--- src/rtl/bwc_pkg.sv ---
package bwc_pkg;
    localparam int AREAS   = 8;
    localparam int AW      = $clog2(AREAS);
    localparam int RW      = 8;
    localparam int WFW     = 2;
    localparam int STW     = 4;
    localparam int BASE2   = 2;
    localparam int BASE3   = 3;

    typedef enum logic [1:0] {
        SEL_MODE  = 2'd0,
        SEL_WHI   = 2'd1,
        SEL_WLO   = 2'd2,
        SEL_NONE  = 2'd3
    } reg_sel_e;

    typedef struct packed {
        logic [RW-1:0] mode;
        logic [RW-1:0] whi;
        logic [RW-1:0] wlo;
    } cfg_t;

    typedef enum logic [1:0] {
        KIND_ONCHIP = 2'd0,
        KIND_DRAM   = 2'd1,
        KIND_TWO    = 2'd2,
        KIND_THREE  = 2'd3
    } acc_kind_e;

    typedef struct packed {
        acc_kind_e      kind;
        logic [WFW-1:0] waits;
    } acc_plan_t;

    localparam cfg_t CFG_RESET = '{mode: '1, whi: '1, wlo: '1};

    function automatic logic [WFW-1:0] wait_field(cfg_t c, logic [AW-1:0] area);
        logic [2*RW-1:0] word;
        word = {c.whi, c.wlo};
        return word[area*WFW +: WFW];
    endfunction

    function automatic logic [STW-1:0] last_state(acc_plan_t p);
        case (p.kind)
            KIND_ONCHIP, KIND_TWO: return STW'(BASE2 - 1);
            KIND_DRAM:             return STW'(BASE3 - 1);
            default:               return STW'(BASE3 - 1) + STW'(p.waits);
        endcase
    endfunction
endpackage

--- src/rtl/bwc_regs.sv ---
module bwc_regs
    import bwc_pkg::*;
(
    input  logic          clk,
    input  logic          rst,
    input  logic          hw_stby,
    input  logic          wr,
    input  reg_sel_e      sel,
    input  logic [RW-1:0] wdata,
    output logic [RW-1:0] rdata,
    output cfg_t          cfg
);
    always_ff @(posedge clk) begin
        if (rst || hw_stby) begin
            cfg <= CFG_RESET;
        end else if (wr) begin
            case (sel)
                SEL_MODE: cfg.mode <= wdata;
                SEL_WHI:  cfg.whi  <= wdata;
                SEL_WLO:  cfg.wlo  <= wdata;
                default:  ;
            endcase
        end
    end

    always_comb begin
        case (sel)
            SEL_MODE: rdata = cfg.mode;
            SEL_WHI:  rdata = cfg.whi;
            SEL_WLO:  rdata = cfg.wlo;
            default:  rdata = '0;
        endcase
    end

    assert_stby_ones_R1: assert property (@(posedge clk) disable iff (rst)
        hw_stby |=> (cfg == CFG_RESET));

    assert_hold_R3: assert property (@(posedge clk) disable iff (rst || hw_stby)
        !wr |=> $stable(cfg));
endmodule

--- src/rtl/bwc_plan.sv ---
module bwc_plan
    import bwc_pkg::*;
(
    input  cfg_t          cfg,
    input  logic [AW-1:0] area,
    input  logic          onchip,
    input  logic          dram,
    output acc_plan_t     plan
);
    logic three_sel;

    always_comb begin
        three_sel  = cfg.mode[area];
        plan.waits = '0;
        if (onchip) begin
            plan.kind = KIND_ONCHIP;
        end else if (dram) begin
            plan.kind = KIND_DRAM;
        end else if (!three_sel) begin
            plan.kind = KIND_TWO;
        end else begin
            plan.kind  = KIND_THREE;
            plan.waits = wait_field(cfg, area);
        end
    end
endmodule

--- src/rtl/bwc_seq.sv ---
module bwc_seq
    import bwc_pkg::*;
(
    input  logic           clk,
    input  logic           rst,
    input  logic           hw_stby,
    input  logic           start,
    input  acc_plan_t      plan_in,
    input  logic           ext_ready,
    output logic           busy,
    output logic [STW-1:0] state,
    output logic           done
);
    acc_plan_t      plan_q;
    logic [STW-1:0] last;
    logic           at_last;
    logic           stretchable;

    always_comb begin
        last        = last_state(plan_q);
        at_last     = (state == last);
        stretchable = (plan_q.kind == KIND_THREE);
        done        = busy && at_last && (!stretchable || ext_ready);
    end

    always_ff @(posedge clk) begin
        if (rst || hw_stby) begin
            busy   <= 1'b0;
            state  <= '0;
            plan_q <= '{kind: KIND_ONCHIP, waits: '0};
        end else if (!busy) begin
            if (start) begin
                busy   <= 1'b1;
                state  <= '0;
                plan_q <= plan_in;
            end
        end else if (done) begin
            busy  <= 1'b0;
            state <= '0;
        end else if (!at_last) begin
            state <= state + 1'b1;
        end
    end

    assert_count_R9: assert property (@(posedge clk) disable iff (rst || hw_stby)
        (busy && !at_last) |=> (busy && state == STW'($past(state) + 1'b1)));

    assert_end_idle_R9: assert property (@(posedge clk) disable iff (rst || hw_stby)
        done |=> !busy);

    assert_stretch_R8: assert property (@(posedge clk) disable iff (rst || hw_stby)
        (busy && at_last && stretchable && !ext_ready) |=> (busy && $stable(state)));

    assert_onchip_len_R6: assert property (@(posedge clk) disable iff (rst || hw_stby)
        (done && plan_q.kind == KIND_ONCHIP) |-> (state == STW'(1)));

    assert_dram_len_R7: assert property (@(posedge clk) disable iff (rst || hw_stby)
        (done && plan_q.kind == KIND_DRAM) |-> (state == STW'(2)));

    assert_latched_R10: assert property (@(posedge clk) disable iff (rst || hw_stby)
        (busy && !done) |=> $stable(plan_q));
endmodule

--- src/rtl/bus_wait_ctrl.sv ---
module bus_wait_ctrl
    import bwc_pkg::*;
(
    input  logic           clk,
    input  logic           rst,
    input  logic           hw_stby,
    input  logic           reg_wr,
    input  logic [1:0]     reg_sel,
    input  logic [RW-1:0]  reg_wdata,
    output logic [RW-1:0]  reg_rdata,
    input  logic           acc_start,
    input  logic [AW-1:0]  acc_area,
    input  logic           acc_onchip,
    input  logic           acc_dram,
    input  logic           ext_ready,
    output logic           acc_busy,
    output logic [STW-1:0] acc_state,
    output logic           acc_done
);
    cfg_t      cfg;
    acc_plan_t plan;
    reg_sel_e  sel;

    assign sel = reg_sel_e'(reg_sel);

    bwc_regs u_regs (
        .clk     (clk),
        .rst     (rst),
        .hw_stby (hw_stby),
        .wr      (reg_wr),
        .sel     (sel),
        .wdata   (reg_wdata),
        .rdata   (reg_rdata),
        .cfg     (cfg)
    );

    bwc_plan u_plan (
        .cfg     (cfg),
        .area    (acc_area),
        .onchip  (acc_onchip),
        .dram    (acc_dram),
        .plan    (plan)
    );

    bwc_seq u_seq (
        .clk       (clk),
        .rst       (rst),
        .hw_stby   (hw_stby),
        .start     (acc_start),
        .plan_in   (plan),
        .ext_ready (ext_ready),
        .busy      (acc_busy),
        .state     (acc_state),
        .done      (acc_done)
    );
endmodule

--- config.mk ---
export PLATFORM = sky130hd
export DESIGN_NAME = bus_wait_ctrl
export DESIGN_NICKNAME = d
export VERILOG_FILES = /design/src/rtl/bwc_pkg.sv /design/src/rtl/bwc_regs.sv /design/src/rtl/bwc_plan.sv /design/src/rtl/bwc_seq.sv /design/src/rtl/bus_wait_ctrl.sv
export SDC_FILE = /design/constraint.sdc
export NUM_CORES = 1
export LEC_CHECK = 0
export ABC_CLOCK_PERIOD_IN_PS = 1750
export BUFFER_PORTS_ARGS = -buffer_cell sky130_fd_sc_hd__buf_4
export CORE_UTILIZATION = 25
export DETAILED_ROUTE_END_ITERATION = 8
export HOLD_SLACK_MARGIN = 0.08
export PLACE_DENSITY = 0.53
export SYNTH_ARGS = -nofsm -noshare
export SYNTH_HDL_FRONTEND = slang
export SYNTH_SLANG_ARGS = --single-unit
--- constraint.sdc ---
create_clock -name clk -period 1.75 [get_ports clk]
set_input_delay 0 -clock clk [delete_from_list [all_inputs] [get_ports clk]]
set_output_delay 0 -clock clk [all_outputs]
set_load 0.02 [all_outputs]
* Word-level counts from Yosys, hierarchy flattened
Cells that the tools add are included. Widths: inputs -> output; s select.
Word-level totals: output and inout bits 14, word-level logic and storage cells 50, register bits 33
Operators by class: shift operators 1, bitwise gates (word level) 1, eq/ne operators 7, reductions and logical operators 14, muxes and demuxes 17, $lt $le $gt $ge 1, add/sub/neg operators 2
Operators by type and width (count):
- $pmux 8 s3 | 1
- $mux 4 | 4
- $shiftx 16x5->2 | 1
- $mux 2 | 5
- $reduce_and 2->1 | 5
- $pmux 4 s2 | 1
- $eq 2x2->1 const B | 3
- $mux 1 | 5
- $add 4x1->4 const B | 1
- $eq 2x1->1 const B | 2
- $eq 4x4->1 | 1
- $logic_not 2->1 | 2
- $lt 3x4->1 const B | 1
- $add 2x2->3 const A | 1
- $bmux 1 s3 | 1
- $ne 3x3->1 const B | 1
- $logic_and 1x1->1 | 2
- $logic_or 1x1->1 | 2
- $reduce_bool 2->1 | 1
- $reduce_or 2->1 | 1
- $logic_not 1->1 | 1
- $not 1->1 | 1

* Logic depth before layout (Yosys ltp)
Gate-level depths: netlist of the first run.
depth after elaboration 8, gate-level depth with buffers 6, gate-level depth less buffers 5

* Cells and area by module
From an unflattened synthesis of the first run, not the netlist that was laid out.
Second synthesis, totals: cell total of the unflattened synthesis 199, area, all modules 1950.6 µm²
Modules (own cells, without submodules):
- bwc_regs | instances 1, area each 1126.1 µm², cells an instance 112, seq. area each 480.5 µm²
- bwc_seq | instances 1, area each 591.8 µm², cells an instance 72, seq. area each 180.2 µm²
- bwc_plan | instances 1, area each 232.7 µm², cells an instance 15, seq. area each 0.0 µm²

* Worst setup path before layout of the first run
OpenSTA, ideal clock, no wires.
path kind register to register, from reg u_seq.state[0], to reg u_seq.state[2], setup time 0.122 ns, arrival time 1.493 ns, path buffers 0, setup slack 0.135 ns, data required time 1.628 ns, stages on the path, launching flop included 6, path through dfxtp_1 > nor2b_1 > a31oi_1 > o211ai_2 > a41o_1 > a221o_1
On the way: cells in the longest elaborated chain, start to end 5, elaborated cells between the ends (all ways) 9, classes of those cells add/sub (1); eq/ne (2); mux (3); reduce/logical (3)
RTL lines:
- start: declaration | RTL line bwc_seq.sv:11 | output logic [STW-1:0] state,
- start signal: assignment | RTL line bwc_seq.sv:41 | state <= state + 1'b1;
- parallel branches: the longest is 5 deep, another holds $add 4x1->4
Several ways; the timed one is not identified. The select of a mux whose other input is x is not followed. A chain may end at the register's enable or synchronous reset.

* Final worst setup path of the first run
from reg u_seq.state[1], to reg u_seq.state[2]
The elaborated chain is that of the path after synthesis.

==> flow_summary_export.csv, run 1 <==
group,metric,value,unit
outcome,status,"finished with violations",
outcome,failed_checks,"DRC",
grt,antenna_found_initial,0,
logic_synthesis,synth_area_leaders,"dfxtp_1, nand2_1, nand3_1",
sta,rsz0062_at_grt,"false",
sta,period_needed,1.60,ns
clock_network,insertion_delay,0.29,ns
grt,grt_pass1_wl,7.69,mm
setup_path,r2r_slack,0.15,ns
logic_synthesis,yosysWarnings,0,
logic_synthesis,yosys.area.top_type,"dfxtp_1",
power,powerDensity,730,nW/um2
clock_network,cts_tree,"built",
sta,final_hold_viol_count,0,
grt,grt_overflow,0,
sta,slew_viol_final,0,
drt,viasPerCell,4.98,
logic_synthesis,ys_ff_latch,33,
drt,wirelength,4.76,mm
power,swShare,0.263,
sta,setup_viol,0,
setup_path,r2r_cells,5,
cells_and_area,diodes,0,
sta,tightest_slew,0.666,ns
cells_and_area,final_cell_count_no_fill,331,
logic_synthesis,ys.flop_type,"dfxtp_1",
drt,wl_per_cell,14.4,um
power,power_frac_clock,0.363,
job,maxCapViolCount,0,
setup_path,crit_path_start,"u_seq.state[1]",
drt,drt_iter0_markers,70,
cells_and_area,n_fill_cell,689,
setup_path,r2r_start,"u_seq.state[1]",
setup_path,worstSetupEndpointType,"flop",
grt,use_met3,0.0324,
setup_path,cp_data_required_time,1.93,ns
grt,grtUsageMet1,0.189,
grt,grt_use_met2,0.208,
setup_path,crit_path_end,"u_seq.state[2]",
power,switchingPower,0.000427,W
clock_network,clock_path_buffers,2,
grt,grt_pass1_vias,1611,
floorplanning,core,6460,um2
power,pwr-share-seq,0.483,
grt,top_usage_layer,"met2",
setup_path,arrival,1.78,ns
floorplanning,die_h,84.5,um
cells_and_area,drive_gt1_frac,0.224,
setup_path,start_kind,"flop",
cells_and_area,fin_nets,276,
logic_synthesis,async_reset_ff_frac,0,
clock_network,cts_made_buffers,5,
power,leakage,0.989,nW
setup_path,r2r_end,"u_seq.state[2]",
drt,route.detailed.drc,7,
drt,ant_nets,0,
clock_network,clk_pin_slew,0.07,ns
cells_and_area,syn2layout_area_growth,30.6,%
clock_network,root_buffer,"clkbuf_8",
logic_synthesis,syn_avg_cell_area,8.11,um2
grt,grt_max_degree,26,
floorplanning,io-pin-count,35,
clock_network,h-tree-depth,2,
worst_hold_path,worstHoldStart,"rst",
sta,tns,0,ns
sta,period_share,0.916,
power,ir_drop,318,uV
grt,grt.total_usage,0.139,
placement,gp_congestion,0.815,
sta,max_freq,624,MHz
floorplanning,die_width,84.5,um
setup_path,path_max_fanout,8,
logic_synthesis,synthCells,210,
worst_hold_path,worstHoldPathType,"in2reg",
power,p_int,0.00120,W
sta,fin_skew,0.00600,ns
placement,portBuffers,34,
placement,hpwlAfterDp,3.44,mm
floorplanning,die_area,7150,um2
floorplanning,initial_core_util,0.264,
worst_hold_path,hold_depth,3,
clock_network,clkSinkCount,33,
placement,dp.cells,313,
drt,vias,1649,
logic_synthesis,synthesis.area,1700,um2
power,combPwrFrac,0.155,
floorplanning,rows,29,
sta,maxSlewHeadroom,0.554,
setup_path,path_class,"reg2reg",
logic_synthesis,synth.distinct_cells,40,
drt,drt_first_pass_iters,6,
logic_synthesis,syn-num-nets,232,
logic_synthesis,synth.yosys.seq_area_share,0.388,
logic_synthesis,synth_edf_count,0,
logic_synthesis,synth_top_area_frac,0.388,
-- repair_timing --
item / in CTS / in global routing
setup endpoints to repair: 0 / 2
resized for setup: 0 / 3
setup buffers: 0 / 0
hold buffers: 11 / 0
hold endpoints to repair: 27 / 0
-- cells in the mapped netlist (all sizes together) (3+ instances only) --
library cell and instances:
nand2 63, dfxtp 33, nand3 31, o21ai 11, mux2i 8, clkbuf 7
nor2 7, mux4 6, a21oi 4, buf 3, inv 3, nand3b 3
nor2b 3, nor3b 3
-- cells by family after synthesis --
| logic type | synth area share |
|---|---|
| simple gates | 0.327 |
| flops | 0.388 |
| compound gates | 0.106 |
| mux | 0.133 |
| buf+inv | 0.0338 |
| xor+xnor | 0.00514 |
| fa+ha+maj | 0.00735 |
-- power by group through the flow --
stage,registers (W),clock network [W],logic (W)
after floorplan,0.000797,0,0.000132
after global placement,0.000800,0,0.000231
after detailed placement,0.000801,0,0.000231
after CTS,0.000784,0.000610,0.000251
after global routing,0.000786,0.000643,0.000272
final,0.000784,0.000589,0.000251
-- layout make-up --
| cell class | instances | area (um2) | area share |
|---|---|---|---|
| clock buffer | 7 | 86.3 | 0.0388 |
| inverter | 3 | 11.3 | 0.00506 |
| multi-input combinational | 164 | 987 | 0.444 |
| sequential | 33 | 663 | 0.298 |
| tap | 77 | 96.3 | 0.0433 |
| timing repair buffer | 47 | 380 | 0.171 |
-- flip-flops by register name, summed over array words and instances, names as in the netlist --
signal	cells
u_seq.state	4
u_seq.busy	1
u_seq.plan_q	4
u_regs.cfg	24
-- critical path, cell delays in order (launching register included) --
cell and delay (ns):
dfxtp_1 0.37, nor2b_1 0.15, a31oi_1 0.20, o211ai_2 0.18
a41o_1 0.25, a221o_1 0.35
-- layer usage --
layer	up-vias	share of wire	wire, um
met3	12	0.057	272
li1	831	-	-
met2	50	0.43	2040
met4	0	0.022	106
met1	756	0.49	2340
met5	-	0	0
-- placed cells by master (no fill, tap or decap), types with 3 or more instances in the layout --
cell type      count
buf_4             36
mux4_2             6
o21ai_1           11
clkbuf_8           6
nand3_1           31
nor2_1             6
nand2_1           63
mux2i_1            8
nand3b_1           3
dlygate4sd3_1     11
a21oi_1            4
dfxtp_1           31
nor2b_1            3
-- through the flow --
step	worst slack (ns)	instance area, um2	util	hold slack (ns)	total power, W
2_1_floorplan	0.135	1700	-	0.106	0.000929
3_3_place_gp	0.158	2020	0.313	0.211	0.00103
4_1_cts	0.0981	2220	0.344	0.139	0.00164
3_5_place_dp	0.124	2020	0.313	0.215	0.00103
6_report	0.148	2220	0.344	0.138	0.00162
5_1_grt	0.0304	2220	0.344	0.141	0.00170
-- how the worst min path moves through the flow --
stage                       to  slack (ns)
2_1_floorplan  u_seq.plan_q[2]        0.11
3_3_place_gp   u_seq.plan_q[2]        0.21
3_5_place_dp   u_seq.plan_q[2]        0.22
4_1_cts        u_seq.plan_q[1]        0.14
5_1_grt        u_seq.plan_q[1]        0.14
6_report            u_seq.busy        0.14
(Power assumes the default switching activity.)
==> inputs of run 2 (changes only) <==
- CORE_MARGIN: not set -> 5
==> run 2 against run 1 <==
  * Clock-buffer cell count did not move
  * The run now ends clean
  * Clock power up 29%
  * Clock skew rose by 0.0033 ns
==> flow_summary_export.csv, run 2 (synthesized netlist as in run 1, its figures left out) <==
group,metric,value,unit
outcome,status,"finished clean",
setup_path,critPathTopFamily,"compound AO/OA/AOI/OAI gates",
setup_path,crit_path_start,"u_seq.state[1]",
sta,period_needed,1.64,ns
cells_and_area,final_common_cell,"nand2_1",
placement,portBuffers,34,
power,ir_drop,337,uV
sta,tns,0,ns
power,powerDensity,793,nW/um2
grt,antenna_found_initial,0,
grt,grt_overflow,0,
setup_path,path_cells,"nor3b_1, a31oi_1, o211ai_2, a41o_1, a221o_1",
drt,vias,1674,
setup_path,r2r_start,"u_seq.state[1]",
sta,tightest_slew,0.659,ns
power,p_total,0.00180,W
power,leakage,1.01,nW
setup_path,path_class,"reg2reg",
sta,max_freq,608,MHz
clock_network,clk_pin_slew,0.07,ns
grt,grt_pass1_vias,1615,
sta,period_share,0.939,
sta,slew_viol_final,0,
cells_and_area,syn2layout_area_growth,32.9,%
cells_and_area,diodes,0,
grt,grt_max_degree,26,
clock_network,insertion_delay,0.29,ns
setup_path,path_buf_inv,0,
floorplanning,core,6720,um2
drt,viasPerCell,5.00,
floorplanning,io-pin-count,35,
cells_and_area,largest_reg_flops,24,
cells_and_area,reg.largest.list,"u_regs.cfg (24), u_seq.plan_q (4), u_seq.state (4)",
setup_path,worstSetupEndpointType,"flop",
worst_hold_path,worstHoldStart,"acc_area[2]",
setup_path,slowest_stage,"dfxtp_1",
floorplanning,die_h,92.5,um
clock_network,cts_tree,"built",
cells_and_area,n_fill_cell,711,
job,maxCapViolCount,0,
sta,maxSlewHeadroom,0.559,
floorplanning,rows,30,
clock_network,clkSinkCount,33,
floorplanning,die_width,92.5,um
setup_path,cp_data_required_time,1.93,ns
drt,drt_first_pass_iters,4,
worst_hold_path,worstHoldPathType,"in2reg",
drt,wirelength,4.96,mm
cells_and_area,largest_register,"u_regs.cfg",
setup_path,start_kind,"flop",
drt,ant_nets,0,
sta,rsz0062_at_grt,"false",
sta,final_hold_viol_count,0,
clock_network,cts_made_buffers,5,
cells_and_area,fin_nets,276,
drt,drt_iter0_markers,88,
placement,gp_congestion,0.833,
grt,grt_pass1_wl,8.14,mm
sta,fin_skew,0.00933,ns
floorplanning,initial_core_util,0.253,
clock_network,h-tree-depth,2,
grt,grt.total_usage,0.121,
setup_path,max_stage_delay,0.46,ns
drt,wl_per_cell,14.8,um
cells_and_area,final_cell_area,2260,um2
setup_path,arrival,1.83,ns
cells_and_area,mostFrequentLayoutCells,"nand2_1, buf_4, nand3_1, dfxtp_1",
floorplanning,die_area,8560,um2
placement,hpwlAfterDp,3.56,mm
sta,setup_viol,0,
clock_network,root_buffer,"clkbuf_8",
setup_path,path_max_fanout,8,
drt,route.detailed.drc,0,
clock_network,clock_path_buffers,2,
cells_and_area,drive_gt1_frac,0.231,
placement,placed_area,2030,um2
placement,dp.cells,316,
cells_and_area,final_cell_count_no_fill,335,
-- run 2: cell types whose count changed in the layout (fill, tap and decap cells not counted) --
cell / previous run / this run
bufinv_16: 0 / 1
nor3b_2: 1 / 2
nor3b_1: 2 / 1
-- run 2: repair_timing --
item | 4_1_cts | 5_1_grt
resized for setup | 0 | 4
setup buffers | 0 | 0
hold buffers | 11 | 0
endpoints found under the hold margin | 27 | 0
setup endpoints to repair | 0 | 2
-- run 2: worst reg2reg max path, delay by kind of cell, from the launching register on --
kind	cells	cell delay (ns)
DFF	1	0.46
AOI/OAI and AO/OA	4	0.97
and+or+nand+nor	1	0.10
-- run 2: layer usage --
| layer | track usage | part of all wire |
|---|---|---|
| met5 | 0 | 0 |
| met4 | 0.0371 | 0.014 |
| met3 | 0.0341 | 0.060 |
| met2 | 0.187 | 0.45 |
| met1 | 0.162 | 0.48 |
-- run 2: final timing paths --
path / end / slack [ns] / cells after the start
worst max-delay path: u_seq.state[2] / 0.11 / 5
worst min-delay path: u_seq.plan_q[0] / 0.12 / 4
worst max register to register: u_seq.state[2] / 0.11 / 5
worst min register to register: u_regs.cfg[21] / 0.48 / 2
-- run 2: layout make-up --
type / count / area, um2 / share of cell area
repair buffers: 47 / 380 / 0.168
multi-input cells: 164 / 992 / 0.438
clock inverters: 1 / 30.0 / 0.0133
flip-flops and latches: 33 / 663 / 0.293
well taps: 80 / 100 / 0.0442
clock buffers: 7 / 86.3 / 0.0381
inverters: 3 / 11.3 / 0.00498
-- run 2: metrics by stage --
stage	worst slack [ns]	util	hold WS (ns)
after floorplan	0.135	-	0.106
after global placement	0.175	0.302	0.212
after detailed placement	0.126	0.302	0.212
after CTS	0.0753	0.335	0.116
after global routing	0.0150	0.337	0.154
final	0.106	0.337	0.123
-- run 2: report_power, final --
| group | internal [W] | switching [W] |
|---|---|---|
| logic | 0.000119 | 0.000135 |
| registers | 0.000767 | 0.0000163 |
| clock network | 0.000464 | 0.000294 |
